**src/rtl/ept_pkg.sv**
```systemverilog
package ept_pkg;

  // A period of zero behaves as one count event
  function automatic logic [31:0] eff_period(input logic [31:0] p);
    return (p == 32'd0) ? 32'd1 : p;
  endfunction

  // Output is active for count values 1..width
  function automatic logic in_pulse(input logic [31:0] cnt, input logic [31:0] width);
    return (cnt != 32'd0) && (cnt <= width);
  endfunction

  // Repeating mode reaches its period boundary at the last count
  function automatic logic at_wrap(input logic [31:0] cnt, input logic [31:0] period);
    return (cnt != 32'd0) && (cnt == eff_period(period));
  endfunction

  // Single-pulse mode ends once the width has been counted out
  function automatic logic at_shot_end(input logic [31:0] cnt, input logic [31:0] width);
    return cnt >= width;
  endfunction

endpackage

```
**src/rtl/ept_edge_sync.sv**
```systemverilog
module ept_edge_sync #(
  parameter int STAGES = 2
) (
  input  logic clk,
  input  logic rst_n,
  input  logic clr,
  input  logic ext_clk,
  output logic rise
);
  logic [STAGES-1:0] sh;
  logic              prev;

  generate
    for (genvar i = 0; i < STAGES; i++) begin : g_stage
      if (i == 0) begin : g_first
        always_ff @(posedge clk) begin
          if (!rst_n || clr) sh[0] <= 1'b0;
          else               sh[0] <= ext_clk;
        end
      end else begin : g_next
        always_ff @(posedge clk) begin
          if (!rst_n || clr) sh[i] <= 1'b0;
          else               sh[i] <= sh[i-1];
        end
      end
    end
  endgenerate

  always_ff @(posedge clk) begin
    if (!rst_n || clr) prev <= 1'b0;
    else               prev <= sh[STAGES-1];
  end

  assign rise = sh[STAGES-1] & ~prev;
endmodule

```
**src/rtl/ept_shadow.sv**
```systemverilog
module ept_shadow #(
  parameter int CW = 16
) (
  input  logic          clk,
  input  logic          rst_n,
  input  logic          load,
  input  logic [CW-1:0] per_in,
  input  logic [CW-1:0] wid_in,
  output logic [CW-1:0] per_act,
  output logic [CW-1:0] wid_act,
  output logic [CW-1:0] per_nxt,
  output logic [CW-1:0] wid_nxt
);
  always_ff @(posedge clk) begin
    if (!rst_n) begin
      per_act <= '0;
      wid_act <= '0;
    end else if (load) begin
      per_act <= per_in;
      wid_act <= wid_in;
    end
  end

  // Values that govern the cycle after this edge
  assign per_nxt = load ? per_in : per_act;
  assign wid_nxt = load ? wid_in : wid_act;
endmodule

```
**src/rtl/ept_core.sv**
```systemverilog
module ept_core
  import ept_pkg::*;
#(
  parameter int CW = 16
) (
  input  logic          clk,
  input  logic          rst_n,
  input  logic          en,
  input  logic          tick,
  input  logic          cont,
  input  logic [CW-1:0] per_act,
  input  logic [CW-1:0] wid_act,
  input  logic [CW-1:0] wid_nxt,
  output logic          wrap,
  output logic [CW-1:0] cnt_q,
  output logic          act_q,
  output logic          done_q,
  output logic          irq_q
);
  logic [CW-1:0] cnt_n;
  logic          act_n, done_n, irq_n, shot_end;

  assign wrap     = cont && at_wrap(32'(cnt_q), 32'(per_act));
  assign shot_end = !cont && at_shot_end(32'(cnt_q), 32'(wid_act));

  always_comb begin
    cnt_n  = cnt_q;
    act_n  = act_q;
    done_n = done_q;
    irq_n  = 1'b0;
    if (tick && !done_q) begin
      if (cont) begin
        cnt_n = wrap ? CW'(1) : cnt_q + CW'(1);
        irq_n = wrap;
        act_n = in_pulse(32'(cnt_n), 32'(wid_nxt));
      end else if (shot_end) begin
        done_n = 1'b1;
        act_n  = 1'b0;
        irq_n  = 1'b1;
      end else begin
        cnt_n = cnt_q + CW'(1);
        act_n = in_pulse(32'(cnt_n), 32'(wid_act));
      end
    end
  end

  always_ff @(posedge clk) begin
    if (!rst_n || !en) begin
      cnt_q  <= '0;
      act_q  <= 1'b0;
      done_q <= 1'b0;
      irq_q  <= 1'b0;
    end else begin
      cnt_q  <= cnt_n;
      act_q  <= act_n;
      done_q <= done_n;
      irq_q  <= irq_n;
    end
  end
endmodule

```
**src/rtl/ext_pwm_timer.sv**
```systemverilog
module ext_pwm_timer #(
  parameter int CW          = 16,
  parameter int SYNC_STAGES = 2
) (
  input  logic          clk,
  input  logic          rst_n,
  input  logic          en,
  input  logic          clk_sel,
  input  logic          cont_mode,
  input  logic          pol_high,
  input  logic [CW-1:0] period_in,
  input  logic [CW-1:0] width_in,
  input  logic          ext_clk,
  output logic          tmr_out,
  output logic          irq
);
  logic          ext_rise, tick, wrap, load;
  logic          act_q, done_q;
  logic [CW-1:0] cnt_q, per_act, wid_act, per_nxt, wid_nxt;

  ept_edge_sync #(.STAGES(SYNC_STAGES)) u_sync (
    .clk(clk), .rst_n(rst_n), .clr(!en), .ext_clk(ext_clk), .rise(ext_rise)
  );

  assign tick = clk_sel ? ext_rise : 1'b1;
  assign load = !en || (tick && wrap);

  ept_shadow #(.CW(CW)) u_shadow (
    .clk(clk), .rst_n(rst_n), .load(load),
    .per_in(period_in), .wid_in(width_in),
    .per_act(per_act), .wid_act(wid_act),
    .per_nxt(per_nxt), .wid_nxt(wid_nxt)
  );

  ept_core #(.CW(CW)) u_core (
    .clk(clk), .rst_n(rst_n), .en(en), .tick(tick), .cont(cont_mode),
    .per_act(per_act), .wid_act(wid_act), .wid_nxt(wid_nxt),
    .wrap(wrap), .cnt_q(cnt_q), .act_q(act_q), .done_q(done_q), .irq_q(irq)
  );

  logic lvl;
  assign lvl     = en & act_q;
  assign tmr_out = pol_high ? lvl : ~lvl;
endmodule

```
**config.mk**
```make
export PLATFORM = sky130hd
export DESIGN_NAME = ext_pwm_timer
export DESIGN_NICKNAME = d
export VERILOG_FILES = /design/src/rtl/ept_pkg.sv /design/src/rtl/ept_edge_sync.sv /design/src/rtl/ept_shadow.sv /design/src/rtl/ept_core.sv /design/src/rtl/ext_pwm_timer.sv
export SDC_FILE = /design/constraint.sdc
export NUM_CORES = 1
export LEC_CHECK = 0
export ABC_AREA = 0
export BUFFER_PORTS_ARGS = -buffer_cell sky130_fd_sc_hd__buf_4
export CAP_MARGIN = 20
export CELL_PAD_IN_SITES_DETAIL_PLACEMENT = 0
export CELL_PAD_IN_SITES_GLOBAL_PLACEMENT = 1
export CORE_ASPECT_RATIO = 0.5
export CORE_MARGIN = 4
export CORE_UTILIZATION = 28
export CTS_CLUSTER_DIAMETER = 150
export DETAILED_ROUTE_END_ITERATION = 10
export HOLD_SLACK_MARGIN = 0.1
export PLACE_DENSITY_LB_ADDON = 0.25
export SETUP_SLACK_MARGIN = 0.1
export SLEW_MARGIN = 20
export SYNTH_ARGS = -nofsm -noshare
export SYNTH_HDL_FRONTEND = slang
export SYNTH_SLANG_ARGS = --single-unit
```
**constraint.sdc**
```tcl
create_clock -name clk -period 5.4 [get_ports clk]
set_clock_uncertainty 0.15 [all_clocks]
set_input_delay 0.27 -clock clk [delete_from_list [all_inputs] [get_ports clk]]
set_output_delay 0.27 -clock clk [all_outputs]
set_load 0.05 [all_outputs]
```
==> impl_metrics.tcl <==
set metrics [dict create \
    status "complete, no violations" \
    die-area_um2 16200 \
    numCtsBuffers 5 \
    grt_pass1_wl_mm 19.0 \
    gr-usage-all-layers_pct 15.0 \
    leakagePower_nw 2.10 \
    antenna_found_initial 0 \
    diodes 0 \
    cp_max_fo 28 \
    coreArea_um2 13700 \
    start_kind "register" \
    portBuffers 40 \
    max_freq_ghz 0.225 \
    detail_route.wl_per_cell_um 17.6 \
    hold_violations 0 \
    critical_path.top_delay_family "compound AO/OA/AOI/OAI gates" \
    ys.flop_type "dfxtp_1" \
    synthCells 443 \
    root_buffer "clkbuf_16" \
    synth.distinct_cells 49 \
    worst_pin_slew_ns 0.681 \
    final_antenna_net_count 0 \
    ys_ff_latch 54 \
    dieHeight_um 92.1 \
    worstSetupPathType "reg2reg" \
    synth_largest_area_cell "dfxtp_1" \
    area_growth_pct 19.4 \
    postCtsSetupRepairBufs 0 \
    drv_cap 0 \
    place_congestion 0.862 \
    finish.utilization_pct 34.5 \
    setup_viol 0 \
    nNetsFinal 577 \
    ys_warn_count 0 \
    crit_path_end_kind "register" \
    ys_seq_area_share_pct 27.3 \
    yosysMostFrequentCell "dfxtp_1" \
    critPathBufInv 1 \
    rsz0062_at_grt "false" \
    clk_latency_ns 0.31 \
    critical_path.cell_chain "xor2_1, nor4_1, nand3_1, nor4_2, a21bo_2, buf_4, mux2i_1, ha_1, nand3_1, a21oi_1, a2111oi_0, o21ai_0, o31ai_1, o41ai_2, nand3_1" \
    grt_max_degree 37 \
    cts.sinks 54 \
    cts_buffer_depth 2 \
    final.setup.tns_ns 0 \
    worst_ep_arrival_time_ns 4.53 \
    drt-total-wl_mm 12.0 \
    drt-vias-per-instance 4.94 \
    drtPass1Iterations 5 \
    p_per_area_nw_per_um2 203 \
    synth_top_area_share_pct 27.3 \
    hp-class "in2reg" \
    synth_area_um2 3960 \
    io_pins 41 \
    placementRows 30 \
    grt_pass1_vias 3247 \
    synth-edff-count 0 \
    die_x_um 176 \
    drc 0 \
    drv_slew 0 \
    cp_common_cell "nand3_1" \
    cts_tree "done" \
    slew_headroom_pct 54.5 \
    hpwl_mm 9.40 \
    post-route-min-period_ns 4.44 \
    critPathSlowestCell "dfxtp_1" \
    syn_avg_cell_area_um2 8.93 \
    path_clk_slew_ns 0.08 \
    r2r_slack_ns 0.96 \
    num_vias 3365 \
    synth_area_leaders "dfxtp_1 (27%), ha_1 (16%), mux2i_1 (11%)" \
    drt_iter0_drc 200 \
    synth_commonest_cells "dfxtp_1 (54), ha_1 (50), mux2i_1 (44), nor2b_1 (42), nor2_1 (32)" \
    post-route-period-util_pct 82.2 \
    gr-total-overflow 0 \
    ir_drop_v 0.000106 \
    cp.required_ns 5.49 \
    start_util_pct 28.9 \
    max_stage_delay_ns 0.65 \
    htree_levels 2 \
    syn_nets 532 \
    drive_above_1_share_pct 12.7 \
    synth-async-reset-ratio_pct 0 \
]
==> layer usage <==
metal / up-vias / GRT usage (%) / share of wire [%] / routed length [µm]
met5: - / 0 / 0 / 0
met4: 0 / 2.53 / 0.57 / 68
met3: 5 / 2.88 / 5.4 / 645
met2: 78 / 20.7 / 39 / 4670
met1: 1618 / 23.7 / 55 / 6570
li1: 1664 / - / - / -
==> repair_timing <==
item / 4_1_cts / 5_1_grt
hold buffers: 18 / 0
gates resized for setup: 0 / 0
hold endpoints to repair: 18 / 0
==> worst paths after layout <==
check	start	endpoint	cells past startpoint
min reg2reg	u_sync.sh[1]$_SDFF_PP0_	u_sync.prev$_SDFF_PP0_	2
max reg2reg	u_core.cnt_q[2]$_SDFFE_PP0P_	u_core.act_q$_SDFFE_PP0P_	15
max	u_core.cnt_q[2]$_SDFFE_PP0P_	u_core.act_q$_SDFFE_PP0P_	15
min	width_in[11]	u_shadow.wid_act[11]$_SDFF_PN0_	3
==> layout make-up <==
| class | count | area [µm²] |
|---|---|---|
| clock buffers | 6 | 139 |
| clock inverters | 2 | 16.3 |
| fillers | 1448 | 8980 |
| inverters | 31 | 116 |
| multi-input cells | 335 | 2630 |
| flip-flops and latches | 54 | 1080 |
| well taps | 192 | 240 |
| repair buffers | 61 | 503 |
==> tightest hold or removal path: stages <==
cell	delay, ns
buf_4	0.08
mux2i_1	0.08
nor2b_1	0.10
==> cell usage in the layout (no fill, tap or decap), types with 4 or more instances in the layout <==
master / count
a211oi_1: 4
a21oi_1: 9
and3_1: 4
and4_1: 4
buf_4: 43
clkbuf_16: 5
dfxtp_1: 54
dlygate4sd3_1: 18
ha_1: 50
inv_1: 31
mux2i_1: 44
nand2_1: 13
nand3_1: 9
nand4_1: 14
nor2_1: 32
nor2b_1: 42
nor3_1: 8
nor4_1: 11
o211ai_1: 5
o21a_1: 6
o21ai_0: 13
xnor2_1: 19
xor2_1: 13
==> flip-flops by register name, indices dropped and copies added (netlist names) <==
| name | cells |
|---|---|
| u_sync.prev | 1 |
| u_shadow.wid_act | 16 |
| u_core.act_q | 1 |
| u_core.done_q | 1 |
| u_core.irq_q | 1 |
| u_sync.sh | 2 |
| u_core.cnt_q | 16 |
| u_shadow.per_act | 16 |
==> cell families (layout without fill, tap and decap cells) <==
family / count (synthesis) / after routing / share of synthesized area [%]
and+or+nand+nor: 150 / 150 / 21.4
AOI/OAI and AO/OA: 58 / 58 / 10.6
DFF: 54 / 54 / 27.3
buffers and inverters: 54 / 100 / 6.39
adders and majority gates: 50 / 50 / 15.8
muxes: 45 / 45 / 11.4
xor gates and xnor gates: 32 / 32 / 7.08
==> per-stage QoR <==
stage	instance area [µm²]	hold slack, ns	cells	total power, mW	worst slack (ns)
after CTS	4720	0.104	681	0.973	1.03
after global routing	4720	0.131	681	1.01	0.592
after detailed placement	4390	0.296	655	0.602	1.08
after global placement	4390	0.297	655	0.605	1.22
after floorplan	3960	0.266	443	0.543	1.80
final	4720	0.103	681	0.961	0.962
==> power by group <==
part | leakage (nW) | total, mW | internal, mW | switching (mW)
Sequential | 0.442 | 0.429 | 0.414 | 0.0152
Clock | 0.0735 | 0.356 | 0.187 | 0.169
Combinational | 1.58 | 0.175 | 0.0875 | 0.0875
Power figures use the tool's default switching activity.
